**config.mk**
```make
export PLATFORM = sky130hd
export DESIGN_NAME = burst_col_order
export DESIGN_NICKNAME = d
export VERILOG_FILES = /design/src/rtl/bco_pkg.sv /design/src/rtl/bco_seq.sv /design/src/rtl/bco_map.sv /design/src/rtl/burst_col_order.sv
export SDC_FILE = /design/constraint.sdc
export NUM_CORES = 1
export LEC_CHECK = 0
export BUFFER_PORTS_ARGS = -buffer_cell sky130_fd_sc_hd__buf_4
export CAP_MARGIN = 20
export CELL_PAD_IN_SITES_DETAIL_PLACEMENT = 1
export CELL_PAD_IN_SITES_GLOBAL_PLACEMENT = 2
export CORE_ASPECT_RATIO = 0.9
export CORE_MARGIN = 2
export CORE_UTILIZATION = 30
export DETAILED_ROUTE_END_ITERATION = 10
export GPL_ROUTABILITY_DRIVEN = 0
export MAX_ROUTING_LAYER = met4
export PLACE_DENSITY_LB_ADDON = 0.1
export SYNTH_ARGS = -nofsm -noshare
export SYNTH_HDL_FRONTEND = slang
export SYNTH_SLANG_ARGS = --single-unit
```
**constraint.sdc**
```tcl
create_clock -name clk -period 2.6 [get_ports clk]
set_input_delay 0.52 -clock clk [delete_from_list [all_inputs] [get_ports clk]]
set_output_delay 0.52 -clock clk [all_outputs]
set_load 0.005 [all_outputs]
```
**src/rtl/bco_pkg.sv**
```systemverilog
package bco_pkg;
  typedef enum logic {ORD_SEQ = 1'b0, ORD_ILV = 1'b1} order_e;
  typedef enum logic {LEN_FULL = 1'b0, LEN_CHOP = 1'b1} len_e;
  typedef enum logic {DIR_RD = 1'b0, DIR_WR = 1'b1} dir_e;
endpackage

```
**src/rtl/bco_seq.sv**
```systemverilog
module bco_seq #(
  parameter int COL_W = 3
) (
  input  logic             clk,
  input  logic             rst,
  input  logic             start_i,
  input  logic [COL_W-1:0] col_in,
  input  logic             wr_in,
  input  logic             chop_in,
  input  logic             ilv_in,
  output logic             present,
  output logic [COL_W-1:0] beat_next,
  output logic             last_next,
  output logic [COL_W-1:0] col_use,
  output logic             wr_use,
  output logic             chop_use,
  output logic             ilv_use
);
  localparam logic [COL_W-1:0] LAST = '1;

  logic             active_q;
  logic [COL_W-1:0] cnt_q;
  logic [COL_W-1:0] col_q;
  logic             wr_q, chop_q, ilv_q;
  logic             accept;

  assign accept = start_i && !active_q;

  always_comb begin
    present   = 1'b0;
    beat_next = '0;
    col_use   = col_q;
    wr_use    = wr_q;
    chop_use  = chop_q;
    ilv_use   = ilv_q;
    if (accept) begin
      present  = 1'b1;
      col_use  = col_in;
      wr_use   = wr_in;
      chop_use = chop_in;
      ilv_use  = ilv_in;
    end else if (active_q && cnt_q != LAST) begin
      present   = 1'b1;
      beat_next = cnt_q + 1'b1;
    end
  end

  assign last_next = present && (beat_next == LAST);

  always_ff @(posedge clk) begin
    if (rst) begin
      active_q <= 1'b0;
      cnt_q    <= '0;
      col_q    <= '0;
      wr_q     <= 1'b0;
      chop_q   <= 1'b0;
      ilv_q    <= 1'b0;
    end else begin
      active_q <= present;
      cnt_q    <= beat_next;
      if (accept) begin
        col_q  <= col_in;
        wr_q   <= wr_in;
        chop_q <= chop_in;
        ilv_q  <= ilv_in;
      end
    end
  end

  AST_BEAT_STEP: assert property (@(posedge clk) disable iff (rst)
    (active_q && cnt_q != LAST) |=> (active_q && cnt_q == $past(cnt_q) + 1'b1))
    else $error("beat counter did not advance");
endmodule

```
**src/rtl/bco_map.sv**
```systemverilog
module bco_map
  import bco_pkg::*;
#(
  parameter int COL_W = 3
) (
  input  logic [COL_W-1:0] col_s,
  input  logic             wr_s,
  input  logic             chop_s,
  input  logic             ilv_s,
  input  logic [COL_W-1:0] beat,
  output logic [COL_W-1:0] col_out,
  output logic             drive_out
);
  localparam int LOW_W = COL_W - 1;

  logic [COL_W-1:0] eff;
  logic [COL_W-1:0] seq_col;
  logic [COL_W-1:0] ilv_col;
  logic [LOW_W-1:0] low_sum;

  always_comb begin
    if (dir_e'(wr_s) == DIR_WR)
      eff = (len_e'(chop_s) == LEN_CHOP) ? {col_s[COL_W-1], {LOW_W{1'b0}}} : '0;
    else
      eff = col_s;
  end

  assign low_sum = eff[LOW_W-1:0] + beat[LOW_W-1:0];
  assign seq_col = {eff[COL_W-1] ^ beat[COL_W-1], low_sum};
  assign ilv_col = eff ^ beat;

  assign drive_out = (len_e'(chop_s) == LEN_FULL) || !beat[COL_W-1];
  assign col_out   = !drive_out ? '0 :
                     (order_e'(ilv_s) == ORD_ILV) ? ilv_col : seq_col;
endmodule

```
**src/rtl/burst_col_order.sv**
```systemverilog
module burst_col_order #(
  parameter int COL_W = 3
) (
  input  logic             clk,
  input  logic             rst,
  input  logic             start_i,
  input  logic [COL_W-1:0] start_col_i,
  input  logic             is_write_i,
  input  logic             chop_i,
  input  logic             interleave_i,
  output logic             slot_o,
  output logic [COL_W-1:0] col_o,
  output logic             drive_o,
  output logic             done_o
);
  logic             present, last_next;
  logic [COL_W-1:0] beat_next, col_use, col_map;
  logic             wr_use, chop_use, ilv_use, drv_map;

  bco_seq #(.COL_W(COL_W)) u_seq (
    .clk(clk), .rst(rst), .start_i(start_i),
    .col_in(start_col_i), .wr_in(is_write_i), .chop_in(chop_i), .ilv_in(interleave_i),
    .present(present), .beat_next(beat_next), .last_next(last_next),
    .col_use(col_use), .wr_use(wr_use), .chop_use(chop_use), .ilv_use(ilv_use)
  );

  bco_map #(.COL_W(COL_W)) u_map (
    .col_s(col_use), .wr_s(wr_use), .chop_s(chop_use), .ilv_s(ilv_use),
    .beat(beat_next), .col_out(col_map), .drive_out(drv_map)
  );

  always_ff @(posedge clk) begin
    if (rst) begin
      slot_o  <= 1'b0;
      col_o   <= '0;
      drive_o <= 1'b0;
      done_o  <= 1'b0;
    end else begin
      slot_o  <= present;
      col_o   <= present ? col_map : '0;
      drive_o <= present && drv_map;
      done_o  <= last_next;
    end
  end

  AST_DONE_IN_SLOT: assert property (@(posedge clk) disable iff (rst)
    done_o |-> slot_o)
    else $error("done outside a slot");
  AST_DONE_ENDS: assert property (@(posedge clk) disable iff (rst)
    done_o |=> !slot_o)
    else $error("slot continued after done");
  AST_IDLE_QUIET: assert property (@(posedge clk) disable iff (rst)
    !slot_o |-> (!drive_o && col_o == '0))
    else $error("idle outputs not quiet");
  AST_START_BEAT: assert property (@(posedge clk) disable iff (rst)
    (start_i && !slot_o) |=> (slot_o && !done_o))
    else $error("accepted start gave no first beat");
  AST_MID_CONTINUES: assert property (@(posedge clk) disable iff (rst)
    (slot_o && !done_o) |=> slot_o)
    else $error("burst cut short");
endmodule

```
==> impl_metrics.py <==
metrics = {
    "detailed_routing": {
        "post_drt_wl_per_cell_microns": 11.6,
        "ant_nets": 0,
        "vias": 461,
        "drt-total-wl_microns": 1170,
        "drt_iter0_markers": 12,
        "via_per_inst": 4.56,
        "first_pass_iters": 4,
        "drc": 0,
    },
    "clocking": {
        "cts.sinks": 15,
        "path_clk_slew_ns": 0.09,
        "clk_latency_ns": 0.28,
        "ctsHoldBuffers": 0,
        "cts.path.max_buffers": 2,
        "cts.htree.levels": 1,
        "cts_resized": 0,
        "postCtsSetupBuffers": 0,
        "cts_buffers": 3,
        "cts_tree": "yes",
        "cts-root-buf": "clkbuf_4",
    },
    "yosys": {
        "async_reset_ff_share_pct": 0,
        "synth_area_per_cell_sq_um": 10.2,
        "ys.flop_type": "dfxtp_1",
        "synth.largest_area_cell": "dfxtp_1",
        "synth-edff-count": 0,
        "yosysSeqAreaShare_pct": 48.3,
        "syn_nets": 73,
        "ys_types": 23,
        "netlist.area_leader.share_pct": 48.3,
        "syn_inst": 61,
        "synthTopCellsByArea": "dfxtp_1 48%, mux2i_1 6.4%, ha_1 6.0%",
        "synth_seq_cells": 15,
        "yosysWarnings": 0,
        "synth.cell_area_sq_um": 622,
    },
    "placed_design": {
        "place_area_sq_um": 739,
        "io_buffers": 14,
        "dp_hpwl_microns": 897,
    },
    "worst_setup_path": {
        "cp.required_ns": 2.78,
        "worstSetupStartpointType": "register",
        "path_delay_family": "simple AND/OR/NAND/NOR gates",
        "slowest_delay_ns": 0.36,
        "crit_buf_inv": 1,
        "crit_type": "reg -> reg",
        "worstPathMaxFanout": 8,
        "cp_common_cell": "ha_1",
        "path_cells": "ha_1 > ha_1 > nand2b_1 > nor2_1 > ha_1 > inv_1 > a211oi_1 > xnor3_1 > and2_1",
        "endpoint_kind": "register",
        "critical_path_arrival_ns": 2.19,
        "cpMaxStageDelayCell": "dfxtp_1",
    },
    "cells_and_area": {
        "final_net_count": 89,
        "drive_above_1_share_pct": 27.6,
        "area.growth.synth_to_final_pct": 23.1,
        "multi_input_area_sq_um": 284,
        "fillCellCount": 230,
        "regArea_sq_um": 300,
        "antenna_cells": 0,
        "final_util_pct": 39.6,
        "stdcell_area_sq_um": 766,
    },
    "global_route": {
        "grt_max_degree": 12,
        "antenna_found_initial": 0,
        "grt_pass1_vias": 423,
        "grt_pass1_wl_microns": 2020,
        "grt.total_usage_pct": 12.2,
        "grt_overflow": 0,
    },
    "timing": {
        "tns_ns": 0,
        "slew_violations": 0,
        "relSlewSlack_pct": 82.9,
        "fin_skew_ns": 0.00771,
        "max_freq_mhz": 497,
        "hold_viol": 0,
        "setup_viol_count_final": 0,
        "timing.final.crit_share_pct": 77.4,
        "rsz0062_at_grt": "no",
        "worst_pin_slew_ns": 0.249,
        "period_minus_slack_ns": 2.01,
    },
    "floorplanning": {
        "io-pin-count": 15,
        "dieHeight_microns": 47.2,
        "num_rows": 15,
        "start_util_pct": 32.2,
        "core_sq_mm": 0.00193,
        "fp.dieW_microns": 52.0,
        "fp.dieArea_sq_mm": 0.00245,
    },
    "power_and_ir_drop": {
        "swShare_pct": 24.2,
        "p_per_area_mw_per_mm2": 583,
        "p_sw_uw": 108,
        "pwr-share-comb_pct": 14.9,
        "vdd_drop_max_mv": 0.258,
        "seqPwrFrac_pct": 55.7,
        "p_leak_uw": 0.000365,
        "power.internal_uw": 338,
        "p_clk_share_pct": 29.5,
    },
    "outcome": {
        "outcome": "completed",
    },
    "flow_run": {
        "drv_cap": 0,
    },
    "min_path": {
        "hold_class": "in -> reg",
    },
}
## metrics by stage
step	hold slack (ns)	instances	total power [uW]	setup slack, ns
after global placement	0.488	97	321	0.435
after floorplan	0.448	61	296	0.617
after CTS	0.469	101	456	0.548
final	0.479	101	446	0.589
after global routing	0.482	101	477	0.390
after detailed placement	0.488	97	321	0.402
## per-layer routing
layer / GRT usage [%] / wire, microns / up-vias / share of wire [%]
li1: - / - / 236 / -
met1: 15.9 / 600 / 209 / 51
met2: 16.7 / 479 / 14 / 41
met3: 6.05 / 80 / 2 / 6.8
met4: 3.16 / 12 / 0 / 1.0
met5: - / 0 / - / 0
## tightest hold or removal path, delay by kind of cell
kind / cells / cell delay [ns]
AND/OR/NAND/NOR: 1 / 0.07
buffers and inverters: 1 / 0.08
multiplexers: 1 / 0.05
## worst paths after layout
| check | start | end | slack, ns | depth (start not counted) |
|---|---|---|---|---|
| setup reg to reg | u_seq.cnt_q[0] | col_o[1] | 0.59 | 9 |
| hold reg to reg | u_seq.cnt_q[0] | done_o | 0.51 | 1 |
| setup / recovery | u_seq.cnt_q[0] | col_o[1] | 0.59 | 9 |
| hold / removal | start_col_i[1] | u_seq.col_q[1] | 0.48 | 3 |
## cell usage in the layout (no fill, tap or decap), drive strengths merged, types with 2 or more instances in the layout
master / n
nand2b: 2
inv: 5
nor3: 3
mux2i: 4
nor2: 8
and2: 2
ha: 3
buf: 14
dfxtp: 15
o21ai: 2
clkbuf: 4
a21o: 2
a21oi: 3
## cell families (layout without fill, tap and decap cells)
logic type	Yosys count	count (layout)	share of synthesized area [%]
AOI/OAI and AO/OA	10	10	9.66
xor gates and xnor gates	1	1	3.62
adders and majority gates	3	3	6.04
buffers and inverters	8	23	6.04
DFF	15	15	48.3
muxes	5	5	8.25
and+or+nand+nor	19	19	18.1
## synth_stat cells (2+ instances only)
cell,number
nor3_1,3
inv_1,5
nor2_1,8
ha_1,3
dfxtp_1,15
a21oi_1,3
clkbuf_1,2
and2_1,2
mux2i_1,4
a21o_1,2
o21ai_0,2
## cell type report
type	count	share of cell area (%)
multi-input cells	38	37.1
well taps	25	4.08
flip-flops and latches	15	39.2
clock buffers	4	3.43
inverters	5	2.45
repair buffers	14	13.7
## power by group through the flow
stage,Combinational [uW],Clock [uW],Sequential (uW)
global placement,67.4,0,254
finish,66.2,132,248
global route,75.3,152,250
detailed placement,67.3,0,254
floorplan,43.3,0,253
CTS,67.9,140,249
## sequential cells by signal, summed over array words and instances (netlist names)
name / flops
u_seq.wr_q: 1
done_o: 1
u_seq.active_q: 1
u_seq.cnt_q: 3
col_o: 3
u_seq.chop_q: 1
drive_o: 1
u_seq.col_q: 3
u_seq.ilv_q: 1
No activity file was read; power rests on OpenSTA's default activity.
